**src/rtl/dsr_pkg.sv**
```systemverilog
package dsr_pkg;
    typedef enum logic [1:0] {
        ST_IDLE   = 2'd0,
        ST_PROG   = 2'd1,
        ST_ERASE  = 2'd2,
        ST_SETTLE = 2'd3
    } dsr_state_e;
endpackage

```
**src/rtl/dsr_rise_det.sv**
```systemverilog
module dsr_rise_det (
    input  logic clk,
    input  logic rst_n,
    input  logic lvl,
    output logic rise
);
    logic lvl_q;

    always_ff @(posedge clk or negedge rst_n) begin
        if (!rst_n) lvl_q <= 1'b0;
        else        lvl_q <= lvl;
    end

    assign rise = lvl & ~lvl_q;
endmodule

```
**src/rtl/dsr_toggle.sv**
```systemverilog
module dsr_toggle (
    input  logic clk,
    input  logic rst_n,
    input  logic clr,
    input  logic adv,
    output logic tog
);
    always_ff @(posedge clk or negedge rst_n) begin
        if (!rst_n)   tog <= 1'b0;
        else if (clr) tog <= 1'b0;
        else if (adv) tog <= ~tog;
    end
endmodule

```
**src/rtl/dsr_settle_cnt.sv**
```systemverilog
module dsr_settle_cnt #(
    parameter int CYC = 8,
    localparam int CW = (CYC < 2) ? 1 : $clog2(CYC)
) (
    input  logic clk,
    input  logic rst_n,
    input  logic run,
    output logic last
);
    logic [CW-1:0] cnt_q;

    always_ff @(posedge clk or negedge rst_n) begin
        if (!rst_n)    cnt_q <= '0;
        else if (!run) cnt_q <= '0;
        else if (!last) cnt_q <= cnt_q + 1'b1;
    end

    assign last = run && (cnt_q == CW'(CYC - 1));
endmodule

```
**src/rtl/done_status_rpt.sv**
```systemverilog
module done_status_rpt #(
    parameter int          DW         = 8,
    parameter int          SETTLE_CYC = 8,
    parameter logic [DW-2:0] FILL     = 7'h2A
) (
    input  logic          clk,
    input  logic          rst_n,
    input  logic          busy,
    input  logic          op_erase,
    input  logic          wr_msb,
    input  logic [DW-1:0] array_byte,
    input  logic          rd_en,
    output logic [DW-1:0] dq_out
);
    import dsr_pkg::*;

    localparam int POLL_B = DW - 1;
    localparam int TOG_B  = DW - 2;

    dsr_state_e st_q, st_d;
    logic       start;
    logic       msb_q;
    logic       rd_rise;
    logic       tog;
    logic       settle_last;
    logic       in_op;

    // state register
    always_ff @(posedge clk or negedge rst_n) begin
        if (!rst_n) st_q <= ST_IDLE;
        else        st_q <= st_d;
    end

    // next-state logic
    always_comb begin
        st_d  = st_q;
        start = 1'b0;
        unique case (st_q)
            ST_IDLE: begin
                if (busy) begin
                    start = 1'b1;
                    st_d  = op_erase ? ST_ERASE : ST_PROG;
                end
            end
            ST_PROG, ST_ERASE: begin
                if (!busy) st_d = ST_SETTLE;
            end
            ST_SETTLE: begin
                if (busy) begin
                    start = 1'b1;
                    st_d  = op_erase ? ST_ERASE : ST_PROG;
                end else if (settle_last) begin
                    st_d = ST_IDLE;
                end
            end
            default: st_d = ST_IDLE;
        endcase
    end

    // operand capture at operation start
    always_ff @(posedge clk or negedge rst_n) begin
        if (!rst_n)     msb_q <= 1'b0;
        else if (start) msb_q <= wr_msb;
    end

    assign in_op = (st_q == ST_PROG) || (st_q == ST_ERASE);

    dsr_rise_det u_rise (
        .clk  (clk),
        .rst_n(rst_n),
        .lvl  (rd_en),
        .rise (rd_rise)
    );

    dsr_toggle u_tog (
        .clk  (clk),
        .rst_n(rst_n),
        .clr  (start),
        .adv  (rd_rise & in_op),
        .tog  (tog)
    );

    dsr_settle_cnt #(.CYC(SETTLE_CYC)) u_settle (
        .clk  (clk),
        .rst_n(rst_n),
        .run  (st_q == ST_SETTLE),
        .last (settle_last)
    );

    // output mux
    always_comb begin
        dq_out = array_byte;
        unique case (st_q)
            ST_IDLE: dq_out = array_byte;
            ST_PROG: begin
                dq_out[POLL_B]    = ~msb_q;
                dq_out[TOG_B]     = tog;
                dq_out[TOG_B-1:0] = FILL[TOG_B-1:0];
            end
            ST_ERASE: begin
                dq_out[POLL_B]    = 1'b0;
                dq_out[TOG_B]     = tog;
                dq_out[TOG_B-1:0] = FILL[TOG_B-1:0];
            end
            ST_SETTLE: begin
                dq_out[POLL_B]  = array_byte[POLL_B];
                dq_out[TOG_B:0] = FILL;
            end
            default: dq_out = array_byte;
        endcase
    end
endmodule

```
**config.mk**
```make
export PLATFORM = sky130hd
export DESIGN_NAME = done_status_rpt
export DESIGN_NICKNAME = d
export VERILOG_FILES = /design/src/rtl/dsr_pkg.sv /design/src/rtl/dsr_rise_det.sv /design/src/rtl/dsr_toggle.sv /design/src/rtl/dsr_settle_cnt.sv /design/src/rtl/done_status_rpt.sv
export SDC_FILE = /design/constraint.sdc
export NUM_CORES = 1
export LEC_CHECK = 0
export CAP_MARGIN = 0
export CORE_AREA = 2 2 39 41
export CTS_CLUSTER_DIAMETER = 200
export DETAILED_ROUTE_END_ITERATION = 12
export DIE_AREA = 0 0 41 43
export DONT_BUFFER_PORTS = 1
export GPL_ROUTABILITY_DRIVEN = 0
export PLACE_DENSITY = 0.54
export SYNTH_ARGS = -nofsm -noshare
export SYNTH_HDL_FRONTEND = slang
export SYNTH_HIERARCHICAL = 1
export SYNTH_SLANG_ARGS = --single-unit
```
**constraint.sdc**
```tcl
create_clock -name clk -period 3.35 [get_ports clk]
set_input_delay 0.67 -clock clk [delete_from_list [all_inputs] [get_ports clk]]
set_output_delay 0.67 -clock clk [all_outputs]
set_load 0.005 [all_outputs]
```
==> metrics.csv <==
metric;value;unit
p_leak;0.2744;nW
clkPwrFrac;15.5;%
syn-instance-count;54;
drtAntennaViolNets;0;
placedCellCount;69;
layout_commonest_cell;dfrtp_1;
worst_ep_arrival_time;1.39;ns
final_max_slew_viol_count;0;
final_cell_mix;dfrtp_1 (8), ha_1 (7), and2_1 (5), o21ai_0 (5), nand2b_1 (5);
p_comb_share;51.1;%
netSwitchingFraction;39.75;%
path_cells;inv_1 -> ha_1 -> o21ai_0 -> nand2_1;
fin_crit_sh;61.64;%
ys_ff_latch;8;
setup_viol;0;
drive_gt1_share;14.29;%
fp-row-count;14;
layout.cells.non_filler;72;
power-per-cell-area;810.4;nW/um^2
synth_nets;75;
reg2regPathDepth;6;
r2r_start;u_settle/cnt_q[0]$_DFFE_PN0P_;
ys_types;18;
p_int;0.2853;mW
cp_num_buf_inv;1;
worstSetupEndpointType;primary output;
syn2layout_area_growth;7.110;%
setup.worst_path.start_class;flip-flop;
n_antenna_cell;0;
setup_tns;0;ns
cts-resized-gates;0;
grtUsageMet2;15.94;%
max_cap_viol_count;0;
hold_class;primary input to async pin;
grt.total_usage;11.76;%
synth_seq_area_share;36.70;%
timing.hold.ws;0.1096;ns
overflow;0;
drtIter0Drc;0;
busiest_layer;met2;
pin_count;22;
clk_pin_slew_worst_paths;0.06;ns
drt_pass1_iterations;1;
dr_total_vias;356;
post_cts_buffers;0;
required;2.68;ns
nNetsFinal;79;
die_h;43;microns
crit_family;flip-flops;
core;1384;sq um
maxSlewHeadroom;77.34;%
hold_viol;0;
wl_per_cell;11.88;microns
insertion_delay;0.25;ns
max_freq;0.4843;GHz
start_util;39.42;%
rsz0062_at_grt;no;
skew;0.004300;ns
die_area;1763;sq um
hpwl;671.9;microns
synthesis.area;545.5;sq um
dpl_cell_area;561.8;sq um
postCtsHoldBufs;0;
io_buffers;0;
grt_max_degree;13;
worst_r2r_endpoint;st_q[0]$_DFFE_PN0P_;
period_needed;2.065;ns
tritoncts;yes;
grt_pass1_wl;1366;microns
cts_max_path_buffers;2;
cts_made_buffers;3;
clock-root-buffer;clkbuf_4;
antenna_found_initial;0;
yosys_warnings;6;
outcome;complete, no violations;
crit_slowest_cell;dfrtp_1;
tightest_slew;0.3399;ns
grt_util_met3;3.141;%
viasPerCell;4.944;
use_met1;14.62;%
cts_max_level;1;
grt_pass1_vias;330;
path_class;flip-flop to primary output;
seq_power_share;33.5;%
cts_sinks;8;
drc;0;
final_area;584.3;sq um
final_util;42.22;%
synth_area_per_cell;10.10;sq um
fillers;131;
die_w;41;microns
slowest_delay;0.41;ns
ir_worst_vdd;414.5;uV
rrSetupSlack;1.53;ns
worst-path-max-fanout;12;
wirelength;855;microns
p_sw;0.1882;mW
## through the flow
step           total power, mW  worst slack, ns
6_report                0.4735            1.285
4_1_cts                 0.4831            1.265
3_3_place_gp            0.4081            1.562
2_1_floorplan           0.3630            1.596
5_1_grt                 0.5282            1.108
3_5_place_dp            0.4020            1.528
## flip-flops by register name (all words and copies together) (netlist names)
name	count
u_settle/cnt_q	3
u_tog/tog	1
msb_q	1
u_rise/lvl_q	1
st_q	2
## cell type report
type | count | area [sq um] | share of cell area [%]
multi-input cells | 42 | 330.3 | 56.53
flip-flops and latches | 8 | 200.2 | 34.26
clock buffers | 3 | 22.52 | 3.854
well taps | 16 | 20.02 | 3.426
inverters | 3 | 11.26 | 1.927
## worst reg2reg max path, delay by kind of cell (launching register included)
family                     cells  cell delay [ns]
DFF                            1             0.39
AOI/OAI and AO/OA              1             0.18
and+or+nand+nor                2             0.33
muxes                          1             0.33
adders and majority gates      2             0.46
## power groups by stage
| stage | clock (mW) | sequential [mW] | combinational [mW] |
|---|---|---|---|
| after global routing | 0.0844 | 0.165 | 0.279 |
| after CTS | 0.0774 | 0.159 | 0.247 |
| final | 0.0732 | 0.158 | 0.242 |
| after floorplan | 0 | 0.153 | 0.210 |
| after global placement | 0 | 0.159 | 0.249 |
| after detailed placement | 0 | 0.161 | 0.241 |
## how the worst max path moves through the flow
| stage | start | endpoint | slack, ns | cells after the start |
|---|---|---|---|---|
| finish | st_q[0]$_DFFE_PN0P_ | dq_out[7] | 1.29 | 4 |
| global route | st_q[0]$_DFFE_PN0P_ | dq_out[7] | 1.11 | 4 |
| CTS | st_q[0]$_DFFE_PN0P_ | dq_out[7] | 1.26 | 4 |
| detailed placement | u_settle/cnt_q[0]$_DFFE_PN0P_ | st_q[0]$_DFFE_PN0P_ | 1.53 | 6 |
| global placement | u_settle/cnt_q[0]$_DFFE_PN0P_ | st_q[1]$_DFFE_PN0P_ | 1.56 | 6 |
| floorplan | st_q[0]$_DFFE_PN0P_ | dq_out[7] | 1.60 | 5 |
## synthesized netlist by cell type
cell      instances  area (sq um)
xnor2_1           2         17.52
mux2_1            2         22.52
nor2b_1           2         12.51
nor2_1            3         11.26
and2_1            5         31.28
nand2_1           3         11.26
nand2b_1          5         31.28
ha_1              7         87.58
dfrtp_1           8         200.2
clkbuf_1          1         3.750
inv_1             3         11.26
a21oi_2           1         8.760
a21oi_1           1         5.000
nor2b_4           2         27.53
o21ai_0           5         25.02
and2_2            1         7.510
mux2i_1           2         20.02
mux2_2            1         11.26
## cells by family after synthesis
kind of cell / after synthesis / synth area share (%)
buf+inv: 4 / 2.751
xor+xnor: 2 / 3.212
mux: 5 / 9.862
simple gates: 21 / 24.31
flops: 8 / 36.70
fa+ha+maj: 7 / 16.05
compound gates: 7 / 7.109
## routing by layer
layer | vias to the layer above | wire, microns
met5 | - | 0
met3 | 2 | 87
met2 | 17 | 395
met1 | 158 | 364
li1 | 179 | -
met4 | 0 | 8
No activity file was read; power rests on OpenSTA's default activity.
